$ cat src/rtl/uart_rx_pkg.sv
// Shared types for the serial receiver: parity mode encoding and status flags.
// Assumes: status flags are packed with parity in bit 0, framing in bit 1, overrun in bit 2.
package uart_rx_pkg;
    typedef enum logic [1:0] {
        PAR_NONE = 2'b00,
        PAR_EVEN = 2'b01,
        PAR_ODD  = 2'b10,
        PAR_ZERO = 2'b11
    } par_mode_e;

    typedef struct packed {
        logic ovr;
        logic frm;
        logic par;
    } rx_stat_t;
endpackage

$ cat src/rtl/uart_rx_sync.sv
// Multi-stage synchroniser for the asynchronous serial line.
// Assumes: the line idles high, so every stage resets to 1.
module uart_rx_sync #(
    parameter int STAGES = 2
) (
    input  logic clk,
    input  logic rst_n,
    input  logic din,
    output logic dout
);
    logic [STAGES-1:0] sync_q;

    // Shift the raw line through the synchroniser stages.
    always_ff @(posedge clk) begin
        if (!rst_n) sync_q <= '1;
        else        sync_q <= {sync_q[STAGES-2:0], din};
    end

    assign dout = sync_q[STAGES-1];
endmodule

$ cat src/rtl/uart_rx_parity.sv
// Works out whether a parity bit is expected and what its value should be.
// Assumes: the data input is stable once all data bits are shifted in.
module uart_rx_parity
    import uart_rx_pkg::*;
#(
    parameter int DATA_W = 8
) (
    input  logic [DATA_W-1:0] data,
    input  logic [1:0]        mode,
    output logic              has_par,
    output logic              exp_bit
);
    // Expected parity bit for each mode.
    always_comb begin
        has_par = (par_mode_e'(mode) != PAR_NONE);
        case (par_mode_e'(mode))
            PAR_EVEN: exp_bit = ^data;
            PAR_ODD:  exp_bit = ~(^data);
            default:  exp_bit = 1'b0;
        endcase
    end
endmodule

$ cat src/rtl/uart_rx_frame.sv
// Frame engine: validates the start bit, samples the data, parity and stop bits
// at mid-bit, and emits a one-cycle done strobe with the character and its error bits.
// Assumes: OVS sample ticks per bit; tick is a single-cycle strobe.
module uart_rx_frame
    import uart_rx_pkg::*;
#(
    parameter int DATA_W = 8,
    parameter int OVS    = 16
) (
    input  logic              clk,
    input  logic              rst_n,
    input  logic              tick,
    input  logic              rx,
    input  logic [1:0]        par_mode,
    output logic              done,
    output logic [DATA_W-1:0] data,
    output logic              par_err,
    output logic              frm_err
);
    localparam int CNT_W = $clog2(OVS);
    localparam int BIT_W = (DATA_W > 1) ? $clog2(DATA_W) : 1;
    localparam logic [CNT_W-1:0] MID  = CNT_W'(OVS/2 - 1);
    localparam logic [CNT_W-1:0] LAST = CNT_W'(OVS - 1);
    localparam logic [BIT_W-1:0] TOPB = BIT_W'(DATA_W - 1);

    typedef enum logic [2:0] {S_IDLE, S_START, S_DATA, S_PAR, S_STOP} st_e;

    st_e              state;
    logic [CNT_W-1:0] cnt;
    logic [BIT_W-1:0] bitn;
    logic             has_par;
    logic             exp_bit;

    uart_rx_parity #(.DATA_W(DATA_W)) i_par (
        .data    (data),
        .mode    (par_mode),
        .has_par (has_par),
        .exp_bit (exp_bit)
    );

    // Bit-timing state machine; acts only on sample ticks.
    always_ff @(posedge clk) begin
        if (!rst_n) begin
            state   <= S_IDLE;
            cnt     <= '0;
            bitn    <= '0;
            data    <= '0;
            par_err <= 1'b0;
            frm_err <= 1'b0;
            done    <= 1'b0;
        end else begin
            done <= 1'b0;
            if (tick) begin
                case (state)
                    S_IDLE: begin
                        if (!rx) begin
                            cnt   <= '0;
                            state <= S_START;
                        end
                    end
                    S_START: begin
                        if (cnt == MID) begin
                            cnt     <= '0;
                            bitn    <= '0;
                            par_err <= 1'b0;
                            state   <= rx ? S_IDLE : S_DATA;
                        end else begin
                            cnt <= cnt + 1'b1;
                        end
                    end
                    S_DATA: begin
                        if (cnt == LAST) begin
                            cnt  <= '0;
                            data <= {rx, data[DATA_W-1:1]};
                            if (bitn == TOPB) state <= has_par ? S_PAR : S_STOP;
                            else              bitn  <= bitn + 1'b1;
                        end else begin
                            cnt <= cnt + 1'b1;
                        end
                    end
                    S_PAR: begin
                        if (cnt == LAST) begin
                            cnt     <= '0;
                            par_err <= (rx != exp_bit);
                            state   <= S_STOP;
                        end else begin
                            cnt <= cnt + 1'b1;
                        end
                    end
                    S_STOP: begin
                        if (cnt == LAST) begin
                            cnt     <= '0;
                            frm_err <= !rx;
                            done    <= 1'b1;
                            state   <= S_IDLE;
                        end else begin
                            cnt <= cnt + 1'b1;
                        end
                    end
                    default: state <= S_IDLE;
                endcase
            end
        end
    end
endmodule

$ cat src/rtl/uart_rx_regs.sv
// Receive buffer, status word, interrupt pulses and read port.
// Assumes: done is a single-cycle strobe; a completed character wins over a
// buffer read in the same cycle.
module uart_rx_regs
    import uart_rx_pkg::*;
#(
    parameter int DATA_W = 8
) (
    input  logic              clk,
    input  logic              rst_n,
    input  logic              done,
    input  logic [DATA_W-1:0] data,
    input  logic              par_err,
    input  logic              frm_err,
    input  logic              err_mask,
    input  logic              rd_en,
    input  logic              rd_addr,
    output logic [DATA_W-1:0] rd_data,
    output logic              irq_done,
    output logic              irq_err,
    output rx_stat_t          stat
);
    localparam int PAD_W = DATA_W - $bits(rx_stat_t);

    logic [DATA_W-1:0] buf_q;
    logic              full_q;
    logic              rd_buf;
    rx_stat_t          nxt;
    logic              any_err;

    assign rd_buf  = rd_en && !rd_addr;
    assign nxt     = '{ovr: full_q && !rd_buf, frm: frm_err, par: par_err};
    assign any_err = |nxt;

    // Capture characters, update flags and raise interrupt pulses.
    always_ff @(posedge clk) begin
        if (!rst_n) begin
            buf_q    <= '0;
            full_q   <= 1'b0;
            stat     <= '0;
            irq_done <= 1'b0;
            irq_err  <= 1'b0;
        end else begin
            irq_done <= 1'b0;
            irq_err  <= 1'b0;
            if (done) begin
                buf_q    <= data;
                full_q   <= 1'b1;
                stat     <= nxt;
                irq_err  <= any_err;
                irq_done <= !(err_mask && any_err);
            end else if (rd_buf) begin
                full_q <= 1'b0;
                stat   <= '0;
            end
        end
    end

    // Read multiplexer.
    assign rd_data = rd_addr ? {{PAD_W{1'b0}}, stat} : buf_q;
endmodule

$ cat src/rtl/uart_rx_err.sv
// Top of the serial receiver: synchroniser, frame engine and register bank.
// Assumes: tick gives 16 strobes per bit; rxd may be asynchronous to clk.
module uart_rx_err
    import uart_rx_pkg::*;
#(
    parameter int DATA_W = 8,
    parameter int OVS    = 16,
    parameter int SYNC_N = 2
) (
    input  logic              clk,
    input  logic              rst_n,
    input  logic              tick,
    input  logic              rxd,
    input  logic [1:0]        par_mode,
    input  logic              err_mask,
    input  logic              rd_en,
    input  logic              rd_addr,
    output logic [DATA_W-1:0] rd_data,
    output logic              irq_done,
    output logic              irq_err
);
    logic              rx_s;
    logic              frm_done;
    logic [DATA_W-1:0] frm_data;
    logic              frm_par;
    logic              frm_stop;
    rx_stat_t          stat_q;

    uart_rx_sync #(.STAGES(SYNC_N)) i_sync (
        .clk (clk), .rst_n (rst_n), .din (rxd), .dout (rx_s)
    );

    uart_rx_frame #(.DATA_W(DATA_W), .OVS(OVS)) i_frame (
        .clk      (clk),
        .rst_n    (rst_n),
        .tick     (tick),
        .rx       (rx_s),
        .par_mode (par_mode),
        .done     (frm_done),
        .data     (frm_data),
        .par_err  (frm_par),
        .frm_err  (frm_stop)
    );

    uart_rx_regs #(.DATA_W(DATA_W)) i_regs (
        .clk      (clk),
        .rst_n    (rst_n),
        .done     (frm_done),
        .data     (frm_data),
        .par_err  (frm_par),
        .frm_err  (frm_stop),
        .err_mask (err_mask),
        .rd_en    (rd_en),
        .rd_addr  (rd_addr),
        .rd_data  (rd_data),
        .irq_done (irq_done),
        .irq_err  (irq_err),
        .stat     (stat_q)
    );
endmodule

$ cat config.mk
export PLATFORM = sky130hd
export DESIGN_NAME = uart_rx_err
export DESIGN_NICKNAME = d
export VERILOG_FILES = /design/src/rtl/uart_rx_pkg.sv /design/src/rtl/uart_rx_sync.sv /design/src/rtl/uart_rx_parity.sv /design/src/rtl/uart_rx_frame.sv /design/src/rtl/uart_rx_regs.sv /design/src/rtl/uart_rx_err.sv
export SDC_FILE = /design/constraint.sdc
export NUM_CORES = 1
export LEC_CHECK = 0
export BUFFER_PORTS_ARGS = -buffer_cell sky130_fd_sc_hd__buf_2
export CAP_MARGIN = 15
export CELL_PAD_IN_SITES_DETAIL_PLACEMENT = 1
export CELL_PAD_IN_SITES_GLOBAL_PLACEMENT = 2
export CORE_ASPECT_RATIO = 0.75
export CORE_MARGIN = 1.5
export CORE_UTILIZATION = 25
export DETAILED_ROUTE_END_ITERATION = 6
export MAX_ROUTING_LAYER = met4
export PLACE_DENSITY_LB_ADDON = 0.1
export SETUP_SLACK_MARGIN = 0.4
export SLEW_MARGIN = 20
export SYNTH_ARGS = -nofsm -noshare
export SYNTH_HDL_FRONTEND = slang
export SYNTH_SLANG_ARGS = --single-unit
$ cat constraint.sdc
create_clock -name clk -period 5.39 [get_ports clk]
set_clock_uncertainty 0.1 [all_clocks]
set_input_delay 1.078 -clock clk [delete_from_list [all_inputs] [get_ports clk]]
set_output_delay 1.078 -clock clk [all_outputs]
set_load 0.02 [all_outputs]
Word-level counts from Yosys, hierarchy flattened
Cells that the tools add are included.

word-level totals
  word-level logic and storage cells = 86
  register bits = 37
  bits of input ports = 9

cells by class
  $add $sub $neg = 2
  muxes and demuxes = 27
  equal/unequal tests = 17
  reductions and logical operators = 24
  bitwise gates (word level) = 1

operators with widths
  kind                                                             number
  3-bit two-way mux                                                12
  3-bit case mux with 5 select lines                               1
  4-bit two-way mux                                                3
  4-bit case mux with 3 select lines                               1
  3-bit AND reduction                                              4
  2-bit by 1-bit != test with 1-bit output, second input constant  5
  8-bit two-way mux                                                1
  2-bit nonzero test                                               4
  8-bit parity                                                     1
  7-bit AND reduction                                              1
  3-bit by 2-bit == test with 1-bit output, second input constant  2
  3-bit == test, second input constant                             2
  3-bit case mux with 2 select lines                               1
  3-bit OR reduction                                               2
  1-bit two-way mux                                                5
  5-bit AND reduction                                              1
  4-bit by 1-bit adder with 4-bit output, second input constant    1
  4-bit by 3-bit == test with 1-bit output, second input constant  1
  4-bit == test, second input constant                             1
  1-bit logical NOT                                                4
  2-bit != test, second input constant                             2
  1-bit case mux with 2 select lines                               2
  4-bit AND reduction                                              1
  3-bit by 1-bit adder with 3-bit output, second input constant    1
  10 further kinds                                                 12

Logic depth before layout (Yosys ltp)
  word-level depth = 7
  depth in mapped cells = 7

Cells and area by module
Synthesis repeated with hierarchy kept, for this count alone.

unflattened totals
  cells, all modules = 199
  area, all modules = 1870.5 µm²

modules (own cells, without submodules)
  module          area each (µm²)  times used  cells each
  uart_rx_frame   1104.8           1           126
  uart_rx_regs    623.1            1           58
  uart_rx_parity  90.1             1           11
  uart_rx_sync    52.6             1           4

Worst setup path after synthesis
OpenSTA, ideal clock, no wires.

  path type = input to output
  start = input rd_addr
  end = output rd_data[0]
  cell stages on the path = 2
  buffers on the path = 1
  setup slack = 2469 ps
  data arrival time = 1743 ps
  path through = clkbuf_1 -> mux2_2

on the way
  cells in the longest elaborated chain, start to end = 1

ends and longest elaborated chain
  item               line                source
  start, declared    uart_rx_err.sv:17   input logic rd_addr,
  8-bit two-way mux  uart_rx_regs.sv:60  assign rd_data = rd_addr ? {{PAD_W{1'b0}}, stat} : buf_q;
  end, declared      uart_rx_err.sv:18   output logic [DATA_W-1:0] rd_data,

Every way passes these cells.

Worst setup path in the final report
Same ends and word-level chain as after synthesis.

==> metrics <==
status completed; Worst-Skew Late Latency 280 ps; IO buf count 18; I/O pin count 19; DR vias 1,469; max incr delay on CP 360 ps; WHS Endpoint i_sync.sync_q[1]$_SDFF_PN1_; WHS 330 ps; maximum clock path buffer count 2; fillers 816; post-route non-filler standard cell count 320; sequential fraction of the synthesis area 40.1%; clock share of power 38.4%; Core Box Area 6990 µm²; critical path capture point type primary output; Worst setup SP type input pin; r2r startpoint i_frame.cnt[0]$_SDFFE_PN0P_; final hold violations 0; Post-CTS Hold Fix Bufs 0; FMAX 336 MHz; Final ANT Viol Nets 0; Post-synth ARST share 0%; cell-internal power 376 µW; Synth top area share 40.1%; Sw Pwr 116 µW; largest area contributor in the netlist dfxtp_1; initial drt markers 67; syn_area_per_cell 8.89 µm²; Rows 26; fin. max-slew vios 0; layout cells sized above 1 16.2%; P&R area growth vs syn 12.9%; data required time of the worst path 4210 ps; slowest CP cell mux2_2; Post-route DRC 0; combinational share of power 5.4%; final period utilization 55.2%; routed wire length per instance 14.3 µm; synthesized net count 220; final wirelength 4.58 mm; register area 741 µm²; Setup-failing EPs final 0; first-pass GRT wire length 7.61 mm; Yosys warning count 0; most frequent cell after synthesis dfxtp_1; multi-input logic area 1040 µm²; Sw Share 23.6%; Flop pwr share 56.2%; Setup Buffers After CTS 0; Final min period 2970 ps; initial antenna violation count 0; Root Buffer clkbuf_8; setup tns final 0 ps; CTS tree yes; number of global-route vias before repair 1,501; ANT cells 0; CTS clock-pin slew for the worst setup and hold paths 80 ps; worst reg2reg path endpoint i_frame.data[0]$_SDFFE_PN0P_; critical-path cell list buf_2 > mux2_2 > buf_2; CTS sink cnt 37; hold crit path type reg -> reg; Die Y-Extent 77.5 µm; RSZ-0062 raised after global routing no; max-capacitance violation count 0; largest cells by area after synthesis dfxtp_1 (40%), nor2b_1 (7.8%), mux2i_1 (7.0%); Peak VDD IR 0.120 mV; GR Util All Layers 12.7%; H-Tree Depth 2; Netlist cell types 42; top post-synthesis cells by count dfxtp_1 (37), nand2_1 (25), nor2b_1 (23); Cells after DPL 312; Worst Tran Pin Value 677 ps; width of the die 102 µm; Mapped Cells 208; leakage power 0.733 nW; min-delay src i_sync.sync_q[0]$_SDFF_PN1_; routability cong. 0.732; Crit Path Class in -> out; Initial Utilization 26.4%; pwr dens 236 nW/µm²; largest net degree at the start of global routing 39; Worst Reg-to-Reg Cells 5; number of vias per cell 4.59; nets@finish 233; HPWL after DPL 3.26 mm; number of synthesized flops with an enable pin 0; Max FO, Critical Path 9; Die ar. 7930 µm²; Top FF cell, synth dfxtp_1; Inserted Clock Buffers 5; number of synthesized register bits 37; R2R Setup Slk 3170 ps; DR pass1 iterations 4; synthesized area 1850 µm²; overflow left after global routing 0; cell mode on critical path buf_2; hold depth 1; Resized cells post-CTS 0; headroom to the max-slew limit 54.8%; worst path arrival time 1800 ps
## power groups by stage
| stage | Combinational [mW] | Sequential [mW] | Clock, mW |
|---|---|---|---|
| after floorplan | 0.0215 | 0.281 | 0 |
| after global placement | 0.0260 | 0.283 | 0 |
| after detailed placement | 0.0269 | 0.283 | 0 |
| after CTS | 0.0271 | 0.277 | 0.199 |
| after global routing | 0.0296 | 0.277 | 0.209 |
| final | 0.0266 | 0.277 | 0.189 |
## sequential cells by signal (all words and copies together), names as in the netlist
signal           flops
i_regs.stat          3
i_frame.bitn         3
i_frame.frm_err      1
i_frame.par_err      1
i_frame.data         8
i_regs.irq_err       1
i_regs.irq_done      1
i_frame.done         1
i_regs.full_q        1
i_frame.cnt          4
i_regs.buf_q         8
i_sync.sync_q        2
i_frame.state        3
## how the worst max path moves through the flow
stage | from | end | slack (ps) | depth (start not counted)
after floorplan | rd_addr | rd_data[0] | 2470 | 2
after global placement | rd_addr | rd_data[1] | 2450 | 3
after detailed placement | rd_addr | rd_data[0] | 2420 | 3
after CTS | rd_addr | rd_data[0] | 2420 | 3
after global routing | rd_addr | rd_data[0] | 2370 | 3
final | rd_addr | rd_data[0] | 2420 | 3
## cell usage in the layout, fill, tap and decap left out, types with 4 or more instances in the layout
master,Yosys,final
a21boi_0,9,9
a21boi_1,5,5
nor2_1,5,5
and2_1,5,5
nand4_1,4,4
o21ai_0,14,14
nor2b_1,23,23
xnor2_1,7,7
clkbuf_8,0,5
nand2_1,25,25
buf_2,3,18
dfxtp_1,37,37
nand3_1,5,5
inv_1,4,4
mux2i_1,13,13
or3_1,4,4
## critical path, delay by kind of cell
kind | cells | cell delay (ps)
muxes | 1 | 360
buffers and inverters | 2 | 350
## cell families after synthesis
group	after synthesis	share of synthesized area, %
XOR/XNOR	8	3.79
multiplexers	16	8.86
flip-flops	37	40.1
buffers and inverters	16	3.86
AND/OR/NAND/NOR	87	26.9
adder cells (fa/ha/maj)	3	2.03
AO/OA/AOI/OAI	41	14.5
## final cells by class
type | instances | share of cell area (%)
flip-flops and latches | 37 | 35.5
repair buffers | 18 | 4.31
well taps | 98 | 5.87
multi-input cells | 155 | 49.7
clock inverters | 2 | 0.479
clock buffers | 6 | 3.48
inverters | 4 | 0.719
## metal layers
metal | up-vias | part of all wire [%] | track usage, %
li1 | 736 | - | -
met2 | 15 | 42 | 18.1
met5 | - | 0 | -
met4 | 0 | 0.61 | 2.88
met3 | 2 | 3.0 | 3.33
met1 | 716 | 55 | 17.8
## metrics by stage
| step | instance area, µm² | total power, mW | utilization [%] | worst slack (ps) |
|---|---|---|---|---|
| after floorplan | 1850 | 0.303 | - | 2470 |
| after detailed placement | 2010 | 0.310 | 28.7 | 2420 |
| after global routing | 2090 | 0.516 | 29.9 | 2370 |
| after CTS | 2090 | 0.503 | 29.9 | 2420 |
| after global placement | 2010 | 0.309 | 28.7 | 2450 |
| final | 2090 | 0.492 | 29.9 | 2420 |
Note: power is estimated with default switching activity, not from simulation.
